==> config.mk <==
export PLATFORM = sky130hd
export DESIGN_NAME = bcx_translate
export DESIGN_NICKNAME = d
export VERILOG_FILES = /design/src/rtl/bcx_pkg.sv /design/src/rtl/bcx_xlat.sv /design/src/rtl/bcx_inject.sv /design/src/rtl/bcx_useq.sv /design/src/rtl/bcx_translate.sv
export SDC_FILE = /design/constraint.sdc
export NUM_CORES = 1
export LEC_CHECK = 0
export BUFFER_PORTS_ARGS = -buffer_cell sky130_fd_sc_hd__buf_2
export CORE_MARGIN = 2
export CORE_UTILIZATION = 57
export CTS_CLUSTER_DIAMETER = 150
export DETAILED_ROUTE_END_ITERATION = 7
export PLACE_DENSITY = 0.85
export RECOVER_POWER = 50
export SETUP_SLACK_MARGIN = 0.05
export SYNTH_ARGS = -nofsm -noshare
export SYNTH_HDL_FRONTEND = slang
export SYNTH_SLANG_ARGS = --single-unit
==> constraint.sdc <==
create_clock -name clk -period 5.9 [get_ports clk]
set_input_delay 1.77 -clock clk [delete_from_list [all_inputs] [get_ports clk]]
set_output_delay 1.77 -clock clk [all_outputs]
set_load 0.01 [all_outputs]
==> src/rtl/bcx_pkg.sv <==
package bcx_pkg;

    typedef enum logic [1:0] {
        ST_IDLE    = 2'd0,
        ST_ROUTINE = 2'd1,
        ST_FINAL   = 2'd2
    } seq_state_e;

endpackage

==> src/rtl/bcx_xlat.sv <==
module bcx_xlat #(
    parameter int OP_W   = 8,
    parameter int UA_W   = 11,
    parameter int LEN_W  = 3,
    parameter int SLOT_W = 3
) (
    input  logic [OP_W-1:0]  op,
    output logic [UA_W-1:0]  entry,
    output logic [LEN_W-1:0] len_m1
);
    localparam int NUM_OPS = 1 << OP_W;
    localparam int HALF    = NUM_OPS / 2;

    logic [UA_W-1:0]  entry_tab [NUM_OPS];
    logic [LEN_W-1:0] len_tab   [NUM_OPS];

    // Lower half: direct one-instruction mapping.
    // Upper half: slots of 2**SLOT_W words.
    for (genvar i = 0; i < NUM_OPS; i++) begin : g_tab
        if (i < HALF) begin : g_simple
            assign entry_tab[i] = UA_W'(i);
            assign len_tab[i]   = '0;
        end else begin : g_complex
            assign entry_tab[i] = UA_W'(HALF + ((i - HALF) << SLOT_W));
            assign len_tab[i]   = LEN_W'((i % 4) + 1);
        end
    end

    assign entry  = entry_tab[op];
    assign len_m1 = len_tab[op];

endmodule

==> src/rtl/bcx_inject.sv <==
module bcx_inject #(
    parameter int          OP_W   = 8,
    parameter logic [7:0]  IRQ_OP = 8'hF3
) (
    input  logic            boundary,
    input  logic            bc_valid,
    input  logic [OP_W-1:0] bc_data,
    input  logic            irq_req,
    output logic            bc_ready,
    output logic            irq_ack,
    output logic            load,
    output logic [OP_W-1:0] sel_op
);
    // Interrupt wins over the byte stream, only at a bytecode boundary.
    assign irq_ack  = boundary && irq_req;
    assign bc_ready = boundary && !irq_req;
    assign load     = irq_ack || (bc_ready && bc_valid);
    assign sel_op   = irq_req ? OP_W'(IRQ_OP) : bc_data;

endmodule

==> src/rtl/bcx_useq.sv <==
module bcx_useq
    import bcx_pkg::*;
#(
    parameter int UA_W  = 11,
    parameter int LEN_W = 3
) (
    input  logic             clk,
    input  logic             rst_n,
    input  logic             load,
    input  logic [UA_W-1:0]  entry,
    input  logic [LEN_W-1:0] len_m1,
    output logic             boundary,
    output logic             u_valid,
    output logic [UA_W-1:0]  u_addr,
    output logic             u_last
);
    seq_state_e       state_q, state_d;
    logic [UA_W-1:0]  addr_q;
    logic [LEN_W-1:0] left_q;

    // State register
    always_ff @(posedge clk) begin
        if (!rst_n) state_q <= ST_IDLE;
        else        state_q <= state_d;
    end

    // Next state
    always_comb begin
        state_d = state_q;
        unique case (state_q)
            ST_IDLE, ST_FINAL: begin
                if (load)
                    state_d = (len_m1 == '0) ? ST_FINAL : ST_ROUTINE;
                else
                    state_d = ST_IDLE;
            end
            ST_ROUTINE: begin
                state_d = (left_q == LEN_W'(1)) ? ST_FINAL : ST_ROUTINE;
            end
            default: state_d = ST_IDLE;
        endcase
    end

    // Address and remaining-count datapath
    always_ff @(posedge clk) begin
        if (!rst_n) begin
            addr_q <= '0;
            left_q <= '0;
        end else if (state_q == ST_ROUTINE) begin
            addr_q <= addr_q + UA_W'(1);
            left_q <= left_q - LEN_W'(1);
        end else if (load) begin
            addr_q <= entry;
            left_q <= len_m1;
        end
    end

    // Outputs from state
    always_comb begin
        u_valid  = 1'b0;
        u_last   = 1'b0;
        boundary = 1'b1;
        unique case (state_q)
            ST_IDLE: ;
            ST_ROUTINE: begin
                u_valid  = 1'b1;
                boundary = 1'b0;
            end
            ST_FINAL: begin
                u_valid = 1'b1;
                u_last  = 1'b1;
            end
            default: ;
        endcase
    end

    assign u_addr = addr_q;

endmodule

==> src/rtl/bcx_translate.sv <==
module bcx_translate #(
    parameter int         OP_W   = 8,
    parameter int         UA_W   = 11,
    parameter int         LEN_W  = 3,
    parameter int         SLOT_W = 3,
    parameter logic [7:0] IRQ_OP = 8'hF3
) (
    input  logic            clk,
    input  logic            rst_n,
    input  logic            bc_valid,
    input  logic [OP_W-1:0] bc_data,
    output logic            bc_ready,
    input  logic            irq_req,
    output logic            irq_ack,
    output logic            u_valid,
    output logic [UA_W-1:0] u_addr,
    output logic            u_last
);
    logic             boundary;
    logic             load;
    logic [OP_W-1:0]  sel_op;
    logic [UA_W-1:0]  entry;
    logic [LEN_W-1:0] len_m1;

    bcx_inject #(.OP_W(OP_W), .IRQ_OP(IRQ_OP)) u_inject (
        .boundary (boundary),
        .bc_valid (bc_valid),
        .bc_data  (bc_data),
        .irq_req  (irq_req),
        .bc_ready (bc_ready),
        .irq_ack  (irq_ack),
        .load     (load),
        .sel_op   (sel_op)
    );

    bcx_xlat #(.OP_W(OP_W), .UA_W(UA_W), .LEN_W(LEN_W), .SLOT_W(SLOT_W)) u_xlat (
        .op     (sel_op),
        .entry  (entry),
        .len_m1 (len_m1)
    );

    bcx_useq #(.UA_W(UA_W), .LEN_W(LEN_W)) u_useq (
        .clk      (clk),
        .rst_n    (rst_n),
        .load     (load),
        .entry    (entry),
        .len_m1   (len_m1),
        .boundary (boundary),
        .u_valid  (u_valid),
        .u_addr   (u_addr),
        .u_last   (u_last)
    );

endmodule

==> results.toml <==
[floorplanning]
num_rows = 16
core-area_mm2 = 0.00196
dieArea_mm2 = 0.00245
die_y_um = 49.5
die_x_um = 49.5
io_pins = 27
start_util_pct = 60.3

[setup_path]
end_kind = "output pin"
cp_data_arrival_time_ns = 2.75
crit_path_cell_trace = "clkbuf_1, nor2_1, buf_2"
max_stage_delay_ns = 0.48
crit_buf_inv = 2
cp-start-kind = "input pin"
slowest_stage = "clkbuf_1"
critPathRequiredTime_ns = 4.13
crit_family = "buffers and inverters"
worstSetupPathType = "in2out"
cp_max_fo = 17

[global_route]
grt_usage_pct = 25.0
grt_pass1_vias = 1084
grt_max_degree = 29
grt-ovfl-total = 0
grt_pass1_wl_mm = 4.84
antenna_found_initial = 0

[timing]
finalCriticalPeriod_ns = 4.52
rsz0062_at_grt = "no"
fin_ws_ns = 1.38
setup_tns_ns = 0
setup_violations = 0
whs_ns = 0.508
worst_slew_pin_slew_ns = 0.940
timing.final.crit_share_pct = 76.6
clock_skew_ns = 0.0103
fmax_mhz = 221
drv_slew = 0
max_slew_margin_pct = 37.3
finalHoldViolCount = 0

[yosys]
yosys.area_share.simple_pct = 28.0
ys_ff_latch = 16
synth_fa_ha_area_share_pct = 10.6
synthesis.nets = 172
synth-xor-area-share_pct = 0.741
muxShareOfSynthArea_pct = 2.65
avgSynthCellArea_um2 = 7.88
synth_compound_area_share_pct = 25.7
synth_edf_count = 0
synth_cells = 150
synth_top_family_by_area = "simple AND/OR/NAND/NOR gates"
ys_seq_area_share_pct = 27.1
synth_area_mm2 = 0.00118
synth.distinct_cells = 45
ys.flop_type = "dfxtp_1"
async_flop_share_pct = 0
ys.warnings.count = 0

[final_layout]
final_cell_mix = "18 x buf_2, 16 x o21ai_0, 16 x dfxtp_1"
diodes = 0
area_delta_synth_final_pct = 13.2
final_nets = 196
drive_gt1_share_pct = 16.2
final_common_cell = "buf_2"
stdcell_count = 200

[clock_network]
clkTransAtPathRegs_ns = 0.09
cts_buffer_depth = 2
ctsResizeCount = 0
cts_tree = "done"
insertion_delay_ns = 0.31
numCtsBuffers = 3
cts_max_level = 1
root_buffer = "clkbuf_4"
cts_setup_buffers = 0
hold_buffers = 0
cts.sinks = 16

[placement]
hpwl_mm = 2.09
dp_slack_ns = 1.72
place_inst = 196
place.gp.congestion = 0.812
io_buffers = 26

[pwr]
p_per_area_mw_per_mm2 = 226
p_leak_nw = 0.535
max-vdd-ir-drop_uv = 167

[detailed_routing]
drc = 0
drt-total-wl_mm = 2.95
first_pass_iters = 4
dr_wl_met2_mm = 1.39
wl_met3_um = 211
antenna_left = 0
vias = 1204
wl_per_cell_um = 14.7
drt-vias-per-instance = 6.02
wl_met1_mm = 1.32
highest_layer = "met4"
drtIter0Drc = 41

[worst_hold_path]
hold_path.class = "reg2reg"

[run]
cap_violations = 0

[run_status]
status = "finished, final reports clean"
## worst register-to-register path: stages, from the launching register on
cell and delay (ns):
dfxtp_1 0.34, inv_1 0.08, ha_1 0.78, nor2_1 0.29, nand2_1 0.33, a21boi_0 0.14
o31a_1 0.25
## Yosys cell counts, types with 2 or more instances
library cell	number	area, um2
a211oi_1	2	15.0
a21boi_0	2	15.0
a21boi_1	2	15.0
a21o_1	2	15.0
a21oi_1	6	30.0
a22oi_1	2	15.0
a31oi_1	2	12.5
and2_1	2	12.5
buf_2	4	20.0
clkbuf_1	2	7.51
dfxtp_1	16	320
ha_1	10	125
inv_1	8	30.0
mux2i_1	2	20.0
nand2_1	8	30.0
nand2b_1	3	18.8
nand3_1	4	20.0
nand3b_1	3	22.5
nand4_1	2	12.5
nor2_1	10	37.5
nor2b_1	6	37.5
nor3_1	5	25.0
nor3b_1	3	22.5
nor4_1	2	12.5
o21a_1	3	22.5
o21ai_0	16	80.1
o31ai_1	2	15.0
or2_2	4	25.0
## final cells by class
class	instances	area, um2
clock buffers	4	36.3
multi-input cells	119	798
flip-flops and latches	16	320
repair buffers	26	120
fillers	172	623
inverters	8	30.0
well taps	27	33.8
## path summary, 6_finish.rpt
check / to / cells past startpoint / start / slack [ns]
min reg2reg: u_useq.left_q[2]$_SDFFE_PN0P_ / 2 / u_useq.left_q[2]$_SDFFE_PN0P_ / 0.51
max reg2reg: u_useq.u_addr[6]$_SDFFE_PN0P_ / 6 / u_useq.state_q[1]$_SDFF_PN0_ / 3.61
min: u_useq.left_q[2]$_SDFFE_PN0P_ / 2 / u_useq.left_q[2]$_SDFFE_PN0P_ / 0.51
max: bc_ready / 3 / irq_req / 1.38
## routing by layer
| layer | vias up | track usage, % |
|---|---|---|
| met5 | - | 0 |
| met4 | 0 | 10.2 |
| met3 | 2 | 3.64 |
| met2 | 54 | 41.1 |
| met1 | 551 | 32.8 |
| li1 | 597 | - |
## sequential cells by signal, summed over array words and instances, names as in the netlist
signal	cells
u_useq.left_q	3
u_useq.state_q	2
u_useq.u_addr	11
## cells by family (layout without fill, tap and decap cells)
family | Yosys count | after routing
compound gates | 47 | 47
xor+xnor | 1 | 1
simple gates | 58 | 58
mux | 3 | 3
buf+inv | 15 | 38
fa+ha+maj | 10 | 10
flops | 16 | 16
## metrics by stage
step           area [um2]  utilization [%]  power, mW
6_report             1340             68.2      0.302
5_1_grt              1340             68.2      0.321
4_1_cts              1350             68.9      0.304
3_5_place_dp         1320             67.0      0.227
3_3_place_gp         1320             67.0      0.222
2_1_floorplan        1180                -      0.198
## power by group
| part | switching [mW] | internal, mW | total (mW) |
|---|---|---|---|
| clock | 0.0395 | 0.0377 | 0.0772 |
| combinational | 0.0549 | 0.0386 | 0.0934 |
| sequential | 0.0126 | 0.119 | 0.132 |
Note: power is estimated with default switching activity, not from simulation.
